===== src/rtl/async_tx_pkg.sv =====
package async_tx_pkg;

  typedef enum logic [2:0] {
    ST_IDLE  = 3'd0,
    ST_START = 3'd1,
    ST_DATA  = 3'd2,
    ST_PAR   = 3'd3,
    ST_STOP  = 3'd4
  } tx_state_e;

  // framing fields captured at frame start (force-spacing bit excluded)
  typedef struct packed {
    logic       fixed_par;
    logic       even_sel;
    logic       par_on;
    logic       long_stop;
    logic [1:0] len_code;
  } tx_frame_t;

  // index of the final data bit: 4..7 for lengths 5..8
  function automatic logic [2:0] last_bit_idx(input logic [1:0] len_code);
    return 3'd4 + {1'b0, len_code};
  endfunction

  // stop period in ticks for a given oversampling ratio
  function automatic int stop_ticks(input tx_frame_t f, input int os);
    if (!f.long_stop)           return os;
    else if (f.len_code == 2'b00) return os + os / 2;
    else                        return 2 * os;
  endfunction

  // parity bit to transmit for a character under the given framing
  function automatic logic parity_of(input tx_frame_t f, input logic [7:0] d);
    logic [2:0] last;
    logic       ones;
    last = last_bit_idx(f.len_code);
    ones = 1'b0;
    for (int i = 0; i < 8; i++) begin
      if (3'(i) <= last) ones = ones ^ d[i];
    end
    if (f.fixed_par) return ~f.even_sel;
    else if (f.even_sel) return ones;
    else return ~ones;
  endfunction

endpackage


===== src/rtl/async_tx_hold.sv =====
module async_tx_hold #(
  parameter int DW = 8
) (
  input  logic          clk,
  input  logic          rst_n,
  input  logic          load,
  input  logic [DW-1:0] din,
  input  logic          take,
  output logic [DW-1:0] dout,
  output logic          full
);

  logic [DW-1:0] data_q;
  logic          full_q;

  // a load wins over a take in the same cycle, so the newer character stays
  always_ff @(posedge clk or negedge rst_n) begin
    if (!rst_n) begin
      data_q <= '0;
      full_q <= 1'b0;
    end else if (load) begin
      data_q <= din;
      full_q <= 1'b1;
    end else if (take) begin
      full_q <= 1'b0;
    end
  end

  assign dout = data_q;
  assign full = full_q;

endmodule


===== src/rtl/async_tx_seq.sv =====
module async_tx_seq
  import async_tx_pkg::*;
#(
  parameter int OS = 16,
  parameter int DW = 8,
  localparam int CW = $clog2(2 * OS + 1)
) (
  input  logic          clk,
  input  logic          rst_n,
  input  logic          tick,
  input  logic          hold_full,
  input  logic [DW-1:0] hold_data,
  input  tx_frame_t     frame_in,
  output logic          take,
  output logic          line_bit,
  output logic          busy,
  output logic          frame_start,
  output logic          frame_done,
  output tx_state_e     state,
  output tx_frame_t     frame_cap
);

  tx_state_e         state_q, state_d;
  logic [CW-1:0]     tick_cnt_q;
  logic [2:0]        bit_idx_q, bit_idx_d;
  logic [DW-1:0]     shreg_q;
  logic              par_q;
  tx_frame_t         frame_q;
  logic [CW-1:0]     bit_limit;
  logic              bit_end;

  // length of the current bit in ticks, minus one
  always_comb begin
    if (state_q == ST_STOP) bit_limit = CW'(stop_ticks(frame_q, OS) - 1);
    else                    bit_limit = CW'(OS - 1);
  end

  assign bit_end     = tick && (state_q != ST_IDLE) && (tick_cnt_q == bit_limit);
  assign frame_done  = bit_end && (state_q == ST_STOP);
  assign frame_start = hold_full && ((state_q == ST_IDLE) || frame_done);

  always_comb begin
    state_d   = state_q;
    bit_idx_d = bit_idx_q;
    unique case (state_q)
      ST_IDLE:  if (hold_full) state_d = ST_START;
      ST_START: if (bit_end) begin
                  state_d   = ST_DATA;
                  bit_idx_d = 3'd0;
                end
      ST_DATA:  if (bit_end) begin
                  if (bit_idx_q == last_bit_idx(frame_q.len_code))
                    state_d = frame_q.par_on ? ST_PAR : ST_STOP;
                  else
                    bit_idx_d = bit_idx_q + 3'd1;
                end
      ST_PAR:   if (bit_end) state_d = ST_STOP;
      ST_STOP:  if (bit_end) state_d = hold_full ? ST_START : ST_IDLE;
      default:  state_d = ST_IDLE;
    endcase
  end

  always_ff @(posedge clk or negedge rst_n) begin
    if (!rst_n) begin
      state_q    <= ST_IDLE;
      tick_cnt_q <= '0;
      bit_idx_q  <= '0;
      shreg_q    <= '0;
      par_q      <= 1'b0;
      frame_q    <= '0;
    end else begin
      state_q   <= state_d;
      bit_idx_q <= bit_idx_d;
      if (frame_start) begin
        frame_q <= frame_in;
        shreg_q <= hold_data;
        par_q   <= parity_of(frame_in, hold_data);
      end else if (bit_end && state_q == ST_DATA) begin
        shreg_q <= shreg_q >> 1;
      end
      if (frame_start || bit_end)
        tick_cnt_q <= '0;
      else if (tick && state_q != ST_IDLE)
        tick_cnt_q <= tick_cnt_q + CW'(1);
    end
  end

  always_comb begin
    unique case (state_q)
      ST_START: line_bit = 1'b0;
      ST_DATA:  line_bit = shreg_q[0];
      ST_PAR:   line_bit = par_q;
      default:  line_bit = 1'b1;
    endcase
  end

  assign take      = frame_start;
  assign busy      = (state_q != ST_IDLE);
  assign state     = state_q;
  assign frame_cap = frame_q;

endmodule


===== src/rtl/async_tx_line.sv =====
module async_tx_line (
  input  logic force_space,
  input  logic line_bit,
  output logic txd
);

  // spacing override acts on the pin only; sequencing is untouched
  assign txd = line_bit & ~force_space;

endmodule


===== src/rtl/async_tx.sv =====
module async_tx
  import async_tx_pkg::*;
#(
  parameter int OS = 16
) (
  input  logic       clk,
  input  logic       rst_n,
  input  logic       tick16,
  input  logic [6:0] ctrl_word,
  input  logic [7:0] wr_data,
  input  logic       wr_stb,
  output logic       txd,
  output logic       tx_busy,
  output logic       hold_empty
);

  localparam int DW = 8;

  logic          hold_full;
  logic [DW-1:0] hold_data;
  logic          take;
  logic          line_bit;
  logic          frame_start;
  logic          frame_done;
  tx_state_e     seq_state;
  tx_frame_t     frame_in;
  tx_frame_t     cfg_cap;

  assign frame_in = tx_frame_t'(ctrl_word[5:0]);

  async_tx_hold #(.DW(DW)) u_hold (
    .clk   (clk),
    .rst_n (rst_n),
    .load  (wr_stb),
    .din   (wr_data),
    .take  (take),
    .dout  (hold_data),
    .full  (hold_full)
  );

  async_tx_seq #(.OS(OS), .DW(DW)) u_seq (
    .clk         (clk),
    .rst_n       (rst_n),
    .tick        (tick16),
    .hold_full   (hold_full),
    .hold_data   (hold_data),
    .frame_in    (frame_in),
    .take        (take),
    .line_bit    (line_bit),
    .busy        (tx_busy),
    .frame_start (frame_start),
    .frame_done  (frame_done),
    .state       (seq_state),
    .frame_cap   (cfg_cap)
  );

  async_tx_line u_line (
    .force_space (ctrl_word[6]),
    .line_bit    (line_bit),
    .txd         (txd)
  );

  assign hold_empty = ~hold_full;

endmodule


===== config.mk =====
export PLATFORM = sky130hd
export DESIGN_NAME = async_tx
export DESIGN_NICKNAME = d
export VERILOG_FILES = /design/src/rtl/async_tx_pkg.sv /design/src/rtl/async_tx_hold.sv /design/src/rtl/async_tx_seq.sv /design/src/rtl/async_tx_line.sv /design/src/rtl/async_tx.sv
export SDC_FILE = /design/constraint.sdc
export NUM_CORES = 1
export LEC_CHECK = 0
export ABC_AREA = 0
export CAP_MARGIN = 20
export CORE_ASPECT_RATIO = 0.5
export CORE_MARGIN = 3
export CORE_UTILIZATION = 40
export DETAILED_ROUTE_END_ITERATION = 8
export HOLD_SLACK_MARGIN = 0.06
export PLACE_DENSITY_LB_ADDON = 0.3
export REMOVE_ABC_BUFFERS = 1
export SLEW_MARGIN = 10
export SYNTH_ARGS = -nofsm -noshare
export SYNTH_HDL_FRONTEND = slang
export SYNTH_SLANG_ARGS = --single-unit
export TNS_END_PERCENT = 10

===== constraint.sdc =====
create_clock -name clk -period 3.3 [get_ports clk]
set_clock_uncertainty 0.2 [all_clocks]
set_input_delay 0.33 -clock clk [delete_from_list [all_inputs] [get_ports clk]]
set_output_delay 0.33 -clock clk [all_outputs]
set_load 0.05 [all_outputs]

======== Word level (Yosys, flattened, before mapping) ========
Cells that the tools add are included.
storage, ports and cells
  flip-flop bits (word level) ............. 34
  bits in latches ......................... 0
  bits in writable memories ............... 0
  bits in read-only memories .............. 0
  input port bits ......................... 19
  output and inout port bits .............. 3
  logic and storage cells ................. 106
  memories ................................ 0
operators by class
  add/subtract/negate cells ............... 5
  multiply operators ...................... 0
  divide/modulo/power cells ............... 0
  $lt $le $gt $ge ......................... 8
  equality and inequality tests ........... 13
  shift operators ......................... 0
  muxes and demuxes ....................... 42
  bitwise gates (word level) .............. 12
  reduce and logical (&&, ||, !) cells .... 16
operators with widths
  cell                                                                             count
  6-bit two-way mux                                                                6
  3-bit two-way mux                                                                10
  1-bit two-way mux                                                                21
  8-bit two-way mux                                                                2
  3-bit case mux with 5 select lines                                               1
  3-bit less-or-equal comparator, first input constant                             4
  2-bit by 1-bit inequality test with 1-bit output, second input constant          5
  2-bit nonzero test                                                               4
  1-bit bitwise XOR                                                                7
  3-bit by 2-bit adder with 3-bit output, first input constant                     2
  6-bit by 1-bit adder with 6-bit output, second input constant                    1
  3-bit by 2-bit == test with 1-bit output, second input constant                  2
  6-bit == test                                                                    1
  1-bit by 3-bit less-or-equal comparator with 1-bit output, first input constant  2
  2-bit by 3-bit less-or-equal comparator with 1-bit output, first input constant  2
  3-bit case mux with 2 select lines                                               1
  6-bit AND reduction                                                              1
  6-bit by 2-bit subtractor with 6-bit output, second input constant               1
  1-bit logical AND                                                                5
  2-bit inequality test, second input constant                                     2
  1-bit NOT                                                                        4
  4-bit AND reduction                                                              1
  3-bit by 1-bit adder with 3-bit output, second input constant                    1
  3-bit by 1-bit == test with 1-bit output, second input constant                  1
  other kinds (8)                                                                  9

======== Longest topological paths before layout ========
  depth in word-level cells ............... 36
  mapped depth ............................ 7

======== Modules after synthesis ========
A second synthesis with hierarchy kept.
second synthesis, totals
  cells, all modules ...................... 186
  area total of the unflattened synthesis .. 2021.9 µm²
modules (own cells, without submodules)
  module         instances  cells each  area an instance (µm²)
  async_tx_seq   1          164         1635.3
  async_tx_hold  1          20          369.1
  async_tx_line  1          1           13.8
  async_tx       1          1           3.8

======== Least setup slack after synthesis ========
Ideal clock, no wire load.
  kind .................................... register to register
  start point ............................. register u_seq.frame_q, in the netlist u_seq.frame_cap[1]
  end point ............................... register u_seq.par_q
  setup time .............................. 0.124 ns
  arrival time ............................ 2.015 ns
  data required time ...................... 2.976 ns
  path slack .............................. 0.962 ns
  stages on the path, launching flop included .. 7
  path buffers ............................ 1
  period minus slack after synthesis ...... 2.338 ns
  path through ............................ dfrtp_1 or4b_4 a2111o_1 a21oi_2 nor2_2 buf_6 a211o_1
on the way
  cells in the longest elaborated chain, start to end .. 11
RTL lines
  element                                      line                RTL
  start: declaration                           async_tx_seq.sv:28  tx_frame_t frame_q;
  start signal: assignment                     async_tx_seq.sv:75  frame_q <= frame_in;
  2-bit zero test                              async_tx_pkg.sv:28  else if (f.len_code == 2'b00) return os + os / 2;
  6-bit two-way mux                            async_tx_pkg.sv:28
  6-bit two-way mux                            async_tx_pkg.sv:27  if (!f.long_stop) return os;
  6-bit two-way mux                            async_tx_seq.sv:34  if (state_q == ST_STOP) bit_limit = CW'(stop_ticks(frame_q, OS) - 1);
  6-bit by 2-bit subtractor with 6-bit output  async_tx_seq.sv:34
  6-bit two-way mux                            async_tx_seq.sv:34
  6-bit == test                                async_tx_seq.sv:38  assign bit_end = tick && (state_q != ST_IDLE) && (tick_cnt_q == bit_limit);
  1-bit logical AND                            async_tx_seq.sv:38
  1-bit logical AND                            async_tx_seq.sv:39  assign frame_done = bit_end && (state_q == ST_STOP);
  1-bit logical OR                             async_tx_seq.sv:40  assign frame_start = hold_full && ((state_q == ST_IDLE) || frame_done);
  1-bit logical AND                            async_tx_seq.sv:40
  end signal: assignment                       async_tx_seq.sv:77  par_q <= parity_of(frame_in, hold_data);
  end: declaration                             async_tx_seq.sv:27  logic par_q;
Every way passes these cells. The select of a mux whose other input is x is not followed.
A chain may end at the register's enable or synchronous reset.

======== Final worst setup path ========
  start point ............................. register u_seq.state_q[1], in the netlist u_seq.state[1]
  end point ............................... output txd
on the way
  cells in the longest elaborated chain, start to end .. 3
RTL lines
  element                                                                                               line                RTL
  start: declaration                                                                                    async_tx_seq.sv:23  tx_state_e state_q, state_d;
  start signal: assignment                                                                              async_tx_seq.sv:72  state_q <= state_d;
  3-bit by 2-bit == test with 1-bit output or 3-bit by 1-bit == test with 1-bit output (tied branches)  async_tx_seq.sv:89  unique case (state_q)
  1-bit case mux with 3 select lines (*)                                                                async_tx_seq.sv:89
  1-bit bitwise AND (*)                                                                                 async_tx_line.sv:8  assign txd = line_bit & ~force_space;
  end: declaration                                                                                      async_tx.sv:12      output logic txd,
Mark *: on every way between the ends. The rest lies on a longest branch, timed or not.

==> flow_summary.ini <==
[sta]
slew-limit-headroom_pct = 57.69
worst_pin_slew_ns = 0.6332
period_share_pct = 80.84
final_hold_viol_count = 0
slew_viol_final = 0
setup_slack_ns = 0.6324
rsz0062_at_grt = false
fin_tns_setup_ns = 0
fmax_mhz = 374.9
fin_crit_ns = 2.668
finalSetupViolations = 0

[setup_path]
crit_slowest_cell = clkdlybuf4s50_1
rr_startpoint = u_seq.state[2]
crit_top_cell = nor2_1
cp_max_fo = 11
path_cells = nor2b_1, a22oi_1, nor2_1, nor2_1, clkdlybuf4s50_1
cp-end-kind = output port
worstPathArrival_ns = 2.14
start_kind = flip-flop
crit_required_ns = 2.77
critPathKind = reg -> out
slowest_delay_ns = 0.81
critPathLaunch = u_seq.state[1]

[synthesis]
synthMuxAreaShare_pct = 7.947
synth_top_area_cell = dfrtp_1
synth_top_area_share_pct = 46.99
synth_simple_gate_area_share_pct = 16.79
synth-seq-area-share_pct = 46.99
synth.area.top_cells = dfrtp_1, mux2_2, o221a_2, xnor2_1, nand3_1
avgSynthCellArea_um2 = 10.91
synth.distinct_cells = 51
synth_compound_area_share_pct = 17.14
synth_top_family_by_area = compound AO/OA/AOI/OAI gates
ys_seq_elements = 34
ys_async_sr_fraction_pct = 100.0
syn_area_um2 = 1810
ys.flop_type = dfrtp_1
yosys_warnings = 0
syn-instance-count = 166
synthAdderAreaFrac_pct = 1.382
synth-edff-count = 0
synth_xor_area_share_pct = 6.565

[power_and_ir_drop]
power_leakage_nw = 0.8933
ir_worst_vdd_v = 0.0002512
cellPowerDensity_nw_per_um2 = 695.6

[grt]
overflow = 0
grt_usage_pct = 14.80
grt_pass1_vias = 1295
grt_pass1_wl_mm = 6.099
grt_max_degree = 35
antenna_found_initial = 0

[layout]
stdcell_count = 245
layout.nets = 211
antenna_cells = 0
syn2layout_area_growth_pct = 19.49
drive_above_1_share_pct = 21.47

[routing]
drc = 0
avgViaCountPerCell = 5.465
antenna_left = 0
routed_wl_mm = 3.563
wl_per_cell_um = 14.54
dr.pass1.iters = 4
drt_iter0_markers = 41
vias = 1339

[clocking]
clockBufferDepth = 2
clock-sinks = 34
htree_levels = 2
cts_setup_buffers = 0
cts_tree = built
cts.repair.resized = 0
clkSlewWorstSetupHoldPaths_ns = 0.07
clockRootBuffer = clkbuf_8
cts_buffers = 5
insertion_delay_ns = 0.29
cts_hold_buf = 0

[min_path]
hp-class = in -> async

[flow_run]
cap_viol_max_count = 0

[die]
row_count = 16
die_w_um = 101.1
core-area_um2 = 4124
start_util_pct = 43.90
die-area_um2 = 5418
io-pin-count = 22
die_height_um = 53.57

[place]
gp_congestion = 0.8135
dp_slack_ns = 0.6979
dp_hpwl_mm = 2.567
place_inst = 237
io_buffers = 21

[outcome]
status = complete, no violations
-- layout by cell type (no fill, tap or decap), types with 2 or more instances in the layout --
cell,count
dfrtp_1,34
clkdlybuf4s50_1,21
nand2_1,11
mux2_2,11
nor2_1,10
nand3_1,9
inv_1,8
o221a_2,7
o21ai_0,6
xnor2_1,6
or2_2,6
clkbuf_8,6
xor2_1,5
nand2b_1,4
a21oi_1,4
a21o_1,3
nor2b_1,2
mux2i_1,2
ha_1,2
-- kinds of logic after synthesis --
logic type | Yosys count
and+or+nand+nor | 55
AOI/OAI and AO/OA | 37
DFF | 34
buffers and inverters | 13
muxes | 13
xor gates and xnor gates | 12
adders and majority gates | 2
-- synthesized netlist by cell type (2+ instances only) --
cell and n:
dfrtp_1 34, mux2_2 11, nand2_1 11, nor2_1 10, nand3_1 9, inv_1 8, o221a_2 7, o21ai_0 6
or2_2 6, xnor2_1 6, xor2_1 5, a21oi_1 4, nand2b_1 4, a21o_1 3, clkbuf_1 3, ha_1 2
mux2i_1 2, nor2b_1 2
-- path summary, 6_finish.rpt --
path | endpoint | slack, ns | depth (start not counted)
max in group asynchronous | u_seq.shreg_q[4] | 2.35 | 2
min in group clk | u_seq.frame_cap[2] | 0.31 | 1
setup / recovery | txd | 0.63 | 5
hold / removal | u_seq.state[1] | 0.24 | 2
setup reg to reg | u_seq.frame_cap[1] | 0.68 | 5
hold reg to reg | u_seq.frame_cap[2] | 0.31 | 1
-- registers in the layout, indices dropped and copies added (netlist names) --
name	count
u_seq.state	3
u_hold.dout	8
u_seq.par_q	1
u_seq.bit_idx_q	3
u_seq.shreg_q	8
u_seq.frame_cap	4
u_hold.full	1
u_seq.tick_cnt_q	6
-- routing by layer --
layer | vias up | GRT usage [%] | share of wire (%)
met2 | 24 | 21.65 | 43
li1 | 651 | - | -
met1 | 658 | 20.66 | 52
met3 | 6 | 5.045 | 4.2
met4 | 0 | 4.857 | 0.87
met5 | - | 0 | 0
-- worst max-delay path: cells and delay by family (launching register included) --
| kind | cells | cell delay, ns |
|---|---|---|
| AOI/OAI and AO/OA | 1 | 0.19 |
| DFF | 1 | 0.49 |
| buffers and inverters | 1 | 0.81 |
| and+or+nand+nor | 3 | 0.36 |
-- cell type report --
| type | instances | area (µm²) |
|---|---|---|
| fillers | 378 | 1961 |
| clock inverters | 2 | 12.51 |
| well taps | 54 | 67.56 |
| inverters | 8 | 30.03 |
| flip-flops and latches | 34 | 850.8 |
| clock buffers | 6 | 82.58 |
| repair buffers | 22 | 217.7 |
| multi-input cells | 119 | 902.1 |
-- where the power goes --
group / switching [mW] / internal (mW)
clock network: 0.157 / 0.168
logic: 0.246 / 0.254
registers: 0.126 / 0.554
-- through the flow --
stage               hold slack [ns]  total power [mW]  util [%]  area (µm²)
floorplan                   -0.1656             1.029         -        1783
global placement             0.2861             1.159     50.15        2068
detailed placement           0.2956             1.180     50.15        2068
CTS                          0.2600             1.511     52.46        2163
global route                 0.2745             1.602     52.46        2163
finish                       0.2367             1.505     52.46        2163
(Power assumes the default switching activity.)
